## config.mk

```make
export PLATFORM = sky130hd
export DESIGN_NAME = mpg_irq_unit
export DESIGN_NICKNAME = d
export VERILOG_FILES = /design/src/rtl/mpg_irq_pkg.sv /design/src/rtl/mpg_irq_ctrl.sv /design/src/rtl/mpg_irq_events.sv /design/src/rtl/mpg_irq_datapath.sv /design/src/rtl/mpg_irq_unit.sv
export SDC_FILE = /design/constraint.sdc
export NUM_CORES = 1
export LEC_CHECK = 0
export BUFFER_PORTS_ARGS = -buffer_cell sky130_fd_sc_hd__clkbuf_2
export CORE_AREA = 2 2 51 53
export DETAILED_ROUTE_END_ITERATION = 10
export DIE_AREA = 0 0 53 55
export MAX_ROUTING_LAYER = met4
export PLACE_DENSITY = 0.69
export SYNTH_ARGS = -nofsm -noshare
export SYNTH_HDL_FRONTEND = slang
export SYNTH_SLANG_ARGS = --single-unit
```

## constraint.sdc

```tcl
create_clock -name clk -period 2.3 [get_ports clk]
set_input_delay 0.115 -clock clk [delete_from_list [all_inputs] [get_ports clk]]
set_output_delay 0.115 -clock clk [all_outputs]
set_load 0.005 [all_outputs]
```

## src/rtl/mpg_irq_pkg.sv

```systemverilog
package mpg_irq_pkg;
  localparam int SRC_N    = 5;
  localparam int SRC_WT   = 0;
  localparam int SRC_CC   = 1;
  localparam int SRC_PD   = 2;
  localparam int SRC_CM   = 3;
  localparam int SRC_TRIP = 4;
  localparam int LINE_N   = 3;

  // Sources feeding each request line
  function automatic logic [SRC_N-1:0] lineMask(input int line);
    logic [SRC_N-1:0] m;
    m = '0;
    case (line)
      0:       begin m[SRC_WT] = 1'b1; m[SRC_CC] = 1'b1; end
      1:       begin m[SRC_PD] = 1'b1; m[SRC_CM] = 1'b1; end
      default: m[SRC_TRIP] = 1'b1;
    endcase
    return m;
  endfunction

  typedef struct packed {
    logic             enLoad;
    logic [SRC_N-1:0] enData;
    logic [SRC_N-1:0] clrMask;
  } regStrobes_t;
endpackage

```

## src/rtl/mpg_irq_ctrl.sv

```systemverilog
module mpg_irq_ctrl
  import mpg_irq_pkg::*;
(
  input  logic             regWrEn,
  input  logic             regAddr,
  input  logic [SRC_N-1:0] regWrData,
  output regStrobes_t      strobes
);
  always_comb begin
    strobes.enLoad  = regWrEn && !regAddr;
    strobes.enData  = regWrData;
    strobes.clrMask = (regWrEn && regAddr) ? ~regWrData : '0;
  end
endmodule

```

## src/rtl/mpg_irq_events.sv

```systemverilog
module mpg_irq_events
  import mpg_irq_pkg::*;
#(
  parameter int TIMER_W     = 16,
  parameter int POS_W       = 3,
  parameter int SYNC_STAGES = 2
) (
  input  logic               clk,
  input  logic               rstN,
  input  logic               wrTimingStrobe,
  input  logic               posDetStrobe,
  input  logic [TIMER_W-1:0] timerValue,
  input  logic [TIMER_W-1:0] compareValue,
  input  logic [POS_W-1:0]   expectedPos,
  input  logic [POS_W-1:0]   currentPos,
  input  logic               tripIn,
  output logic [SRC_N-1:0]   evtVec
);
  localparam int LAST = SYNC_STAGES - 1;

  logic [SYNC_STAGES-1:0] syncChain;
  logic                   tripPrev;
  logic                   posEqual;
  logic                   posEqualPrev;

  generate
    for (genvar i = 0; i < SYNC_STAGES; i++) begin : g_sync
      if (i == 0) begin : g_first
        always_ff @(posedge clk) begin
          if (!rstN) syncChain[i] <= 1'b1;
          else       syncChain[i] <= tripIn;
        end
      end else begin : g_next
        always_ff @(posedge clk) begin
          if (!rstN) syncChain[i] <= 1'b1;
          else       syncChain[i] <= syncChain[i-1];
        end
      end
    end
  endgenerate

  assign posEqual = (expectedPos == currentPos);

  always_ff @(posedge clk) begin
    if (!rstN) begin
      tripPrev     <= 1'b1;
      posEqualPrev <= 1'b0;
    end else begin
      tripPrev     <= syncChain[LAST];
      posEqualPrev <= posEqual;
    end
  end

  always_comb begin
    evtVec           = '0;
    evtVec[SRC_WT]   = wrTimingStrobe;
    evtVec[SRC_CC]   = (timerValue == compareValue);
    evtVec[SRC_PD]   = posDetStrobe;
    evtVec[SRC_CM]   = posEqual && !posEqualPrev;
    evtVec[SRC_TRIP] = tripPrev && !syncChain[LAST];
  end
endmodule

```

## src/rtl/mpg_irq_datapath.sv

```systemverilog
module mpg_irq_datapath
  import mpg_irq_pkg::*;
(
  input  logic              clk,
  input  logic              rstN,
  input  regStrobes_t       strobes,
  input  logic [SRC_N-1:0]  evtVec,
  input  logic              regAddr,
  output logic [SRC_N-1:0]  regRdData,
  output logic [SRC_N-1:0]  flagVec,
  output logic [SRC_N-1:0]  enVec,
  output logic [LINE_N-1:0] irqLines
);
  logic [SRC_N-1:0] activeVec;

  always_ff @(posedge clk) begin
    if (!rstN) begin
      flagVec <= '0;
      enVec   <= '0;
    end else begin
      flagVec <= (flagVec & ~strobes.clrMask) | (evtVec & enVec);
      if (strobes.enLoad) enVec <= strobes.enData;
    end
  end

  assign activeVec = flagVec & enVec;
  assign regRdData = regAddr ? flagVec : enVec;

  generate
    for (genvar l = 0; l < LINE_N; l++) begin : g_line
      assign irqLines[l] = |(activeVec & lineMask(l));
    end
  endgenerate
endmodule

```

## src/rtl/mpg_irq_unit.sv

```systemverilog
module mpg_irq_unit
  import mpg_irq_pkg::*;
#(
  parameter int TIMER_W     = 16,
  parameter int POS_W       = 3,
  parameter int SYNC_STAGES = 2
) (
  input  logic               clk,
  input  logic               rstN,
  input  logic               wrTimingStrobe,
  input  logic               posDetStrobe,
  input  logic [TIMER_W-1:0] timerValue,
  input  logic [TIMER_W-1:0] compareValue,
  input  logic [POS_W-1:0]   expectedPos,
  input  logic [POS_W-1:0]   currentPos,
  input  logic               tripIn,
  input  logic               regWrEn,
  input  logic               regAddr,
  input  logic [4:0]         regWrData,
  output logic [4:0]         regRdData,
  output logic               irqWriteClear,
  output logic               irqPosMatch,
  output logic               irqTrip
);
  regStrobes_t       strobes;
  logic [SRC_N-1:0]  evtVec;
  logic [SRC_N-1:0]  flagVec;
  logic [SRC_N-1:0]  enVec;
  logic [LINE_N-1:0] irqLines;

  mpg_irq_ctrl u_ctrl (
    .regWrEn  (regWrEn),
    .regAddr  (regAddr),
    .regWrData(regWrData),
    .strobes  (strobes)
  );

  mpg_irq_events #(
    .TIMER_W    (TIMER_W),
    .POS_W      (POS_W),
    .SYNC_STAGES(SYNC_STAGES)
  ) u_events (
    .clk           (clk),
    .rstN          (rstN),
    .wrTimingStrobe(wrTimingStrobe),
    .posDetStrobe  (posDetStrobe),
    .timerValue    (timerValue),
    .compareValue  (compareValue),
    .expectedPos   (expectedPos),
    .currentPos    (currentPos),
    .tripIn        (tripIn),
    .evtVec        (evtVec)
  );

  mpg_irq_datapath u_dp (
    .clk      (clk),
    .rstN     (rstN),
    .strobes  (strobes),
    .evtVec   (evtVec),
    .regAddr  (regAddr),
    .regRdData(regRdData),
    .flagVec  (flagVec),
    .enVec    (enVec),
    .irqLines (irqLines)
  );

  assign irqWriteClear = irqLines[0];
  assign irqPosMatch   = irqLines[1];
  assign irqTrip       = irqLines[2];
endmodule

```

==> flow_metrics.env <==
export IMPL_pwr_share_seq_pct=47.5
export IMPL_gp_congestion=0.6557
export IMPL_pwr_density_cell_nw_per_um2=478.4
export IMPL_most_common_layout_cells="clkbuf_2, xor2_1, dfxtp_1, nor2b_1"
export IMPL_wl_met1_um=676
export IMPL_clock_latency_ns=0.28
export IMPL_cts_tree="done"
export IMPL_top_layer="met3"
export IMPL_crit_buf_inv=1
export IMPL_setup_tns_ns=0
export IMPL_initial_core_util_pct=33.44
export IMPL_cts_setup_buffers=0
export IMPL_final_nets=190
export IMPL_clock_path_buffers=2
export IMPL_layout_drive_gt1_share_pct=48.92
export IMPL_synth_seq_cells=14
export IMPL_drv_cap=0
export IMPL_rsz0062_at_grt="no"
export IMPL_comb_power_share_pct=19.9
export IMPL_cp_start_kind="flip-flop"
export IMPL_ioPinCount=58
export IMPL_netlist_area_leader_share_pct=35.44
export IMPL_final_setup_viol_count=0
export IMPL_tightest_slew_ns=0.5331
export IMPL_finalCriticalPeriod_ns=1.121
export IMPL_met2WireLength_um=1044
export IMPL_die_area_um2=2915
export IMPL_holdBufCountCts=0
export IMPL_routed_via_density=4.615
export IMPL_grt_pass1_wl_um=2787
export IMPL_grt_overflow=0
export IMPL_num_vias=780
export IMPL_seq_area_frac_synth_pct=35.44
export IMPL_antenna_left=0
export IMPL_synth_top_cell_by_area="dfxtp_1"
export IMPL_final_common_cell="clkbuf_2"
export IMPL_grt_pass1_vias=727
export IMPL_syn_area_per_cell_um2=9.762
export IMPL_slew_viol_final=0
export IMPL_ys_warn_count=0
export IMPL_syn_inst=81
export IMPL_yosys_top_cells_area="dfxtp_1, xor2_1, mux2_2"
export IMPL_hpwlAfterDp_um=1589
export IMPL_root_buffer="clkbuf_4"
export IMPL_path_cells="mux2_2 -> clkbuf_2"
export IMPL_ctsResizeCount=0
export IMPL_fp_dieW_um=53
export IMPL_fp_dieH_um=55
export IMPL_syn2layout_area_growth_pct=42.88
export IMPL_syn_area_um2=790.8
export IMPL_hold_class="input port to flip-flop"
export IMPL_coreArea_um2=2365
export IMPL_clkTransAtPathRegs_ns=0.08
export IMPL_wl_um=1858
export IMPL_internal_power_uw=408.9
export IMPL_fin_crit_sh_pct=48.72
export IMPL_outcome="complete, no violations"
export IMPL_instances_no_fill=169
export IMPL_cp_arrival_ns=1.01
export IMPL_first_iter_violations=8
export IMPL_antenna_found_initial=0
export IMPL_switching_power_uw=131.5
export IMPL_clock_sinks=14
export IMPL_grt_usage_pct=13.44
export IMPL_hold_viol=0
export IMPL_cts_buffers_inserted=3
export IMPL_syn_num_nets=131
export IMPL_drc=0
export IMPL_wl_met3_um=137
export IMPL_dp_cells=165
export IMPL_cpPeakStageDelay_ns=0.35
export IMPL_antenna_cells=0
export IMPL_drt_wirelength_per_cell_um=10.99
export IMPL_cpMaxStageDelayCell="dfxtp_1"
export IMPL_cellLeakagePower_uw=0.0005560
export IMPL_dr_pass1_iters=4
export IMPL_critical_path_class="flip-flop to output port"
export IMPL_synth_edf_count=0
export IMPL_ir_worst_vdd_v=0.0002305
export IMPL_synthFlopType="dfxtp_1"
export IMPL_rows=18
export IMPL_port_buffers=57
export IMPL_grt_max_degree=16
export IMPL_fin_skew_ns=0.0005311
export IMPL_switching_share_pct=24.33
export IMPL_worst_setup_path_end_kind="output port"
export IMPL_ys_types=24
export IMPL_cp_required_ns=2.18
export IMPL_htree_levels=1
export IMPL_maxSlewHeadroom_pct=64.39
export IMPL_max_freq_ghz=0.8925
export IMPL_cp_max_fo=4
export IMPL_clkPwrFrac_pct=32.6
export IMPL_critical_path_top_delay_family="flip-flops"
export IMPL_ys_async_sr_fraction_pct=0
through the flow:
step / util [%] / area [um^2] / setup WS, ns / hold slack [ns] / power, uW
after CTS: 47.78 / 1130 / 1.168 / 0.009809 / 546.7
after global routing: 47.78 / 1130 / 1.135 / 0.001779 / 566.5
after detailed placement: 46.24 / 1094 / 1.125 / 0.3034 / 371.4
final: 47.78 / 1130 / 1.179 / 0.01564 / 540.5
after floorplan: - / 790.8 / 1.459 / 0.1880 / 313.4
after global placement: 46.24 / 1094 / 1.146 / 0.2949 / 366.8
metal layers:
metal	track usage, %	vias to the layer above
met1	14.75	349
met4	7.692	0
met3	1.075	0
li1	-	396
met2	24.17	35
met5	-	-
cell type report:
class	count	area [um^2]
clock buffers	4	36.28
fillers	245	1235
inverters	1	3.754
multi-input cells	63	486.7
flip-flops and latches	14	280.3
well taps	30	37.54
repair buffers	57	285.3
cell usage after synthesis, drive strengths merged, types with 2 or more instances:
| cell | n |
|---|---|
| xor2 | 17 |
| dfxtp | 14 |
| nor2b | 6 |
| mux2 | 5 |
| mux2i | 5 |
| nand2 | 5 |
| o21ai | 4 |
| nand2b | 3 |
| nor4 | 3 |
| a21boi | 2 |
| a22o | 2 |
| buf | 2 |
| nor3 | 2 |
| o211ai | 2 |
| xnor2 | 2 |
power by group through the flow:
stage | Clock [uW] | Combinational [uW] | Sequential (uW)
2_1_floorplan | 0 | 52.6 | 261
3_3_place_gp | 0 | 105 | 262
3_5_place_dp | 0 | 109 | 262
4_1_cts | 181 | 109 | 257
5_1_grt | 189 | 119 | 258
6_report | 176 | 107 | 257
final timing paths:
| check | from | endpoint | depth (start not counted) | slack (ns) |
|---|---|---|---|---|
| hold / removal | tripIn | u_events.syncChain[0] | 2 | 0.02 |
| setup / recovery | u_dp.enVec[3] | regRdData[3] | 2 | 1.18 |
| hold reg to reg | u_events.syncChain[0] | u_events.syncChain[1] | 1 | 0.42 |
| setup reg to reg | u_dp.flagVec[3] | u_dp.flagVec[3] | 2 | 1.55 |
registers in the layout, summed over array words and instances (netlist names):
signal                 count
u_dp.enVec                 5
u_dp.flagVec               5
u_events.syncChain         2
u_events.posEqualPrev      1
u_events.tripPrev          1
cell families (layout without fill, tap and decap cells):
family,after synthesis,after routing,synth area share (%)
and+or+nand+nor,22,22,16.14
DFF,14,14,35.44
buffers and inverters,4,62,3.005
xor gates and xnor gates,19,19,21.04
muxes,10,10,13.45
AOI/OAI and AO/OA,12,12,10.92
worst reg2reg max path: stages, from the launching register on:
cell and delay [ns]:
dfxtp_1 0.33, o211a_1 0.10, a31o_2 0.21
Power figures use the tool's default switching activity.
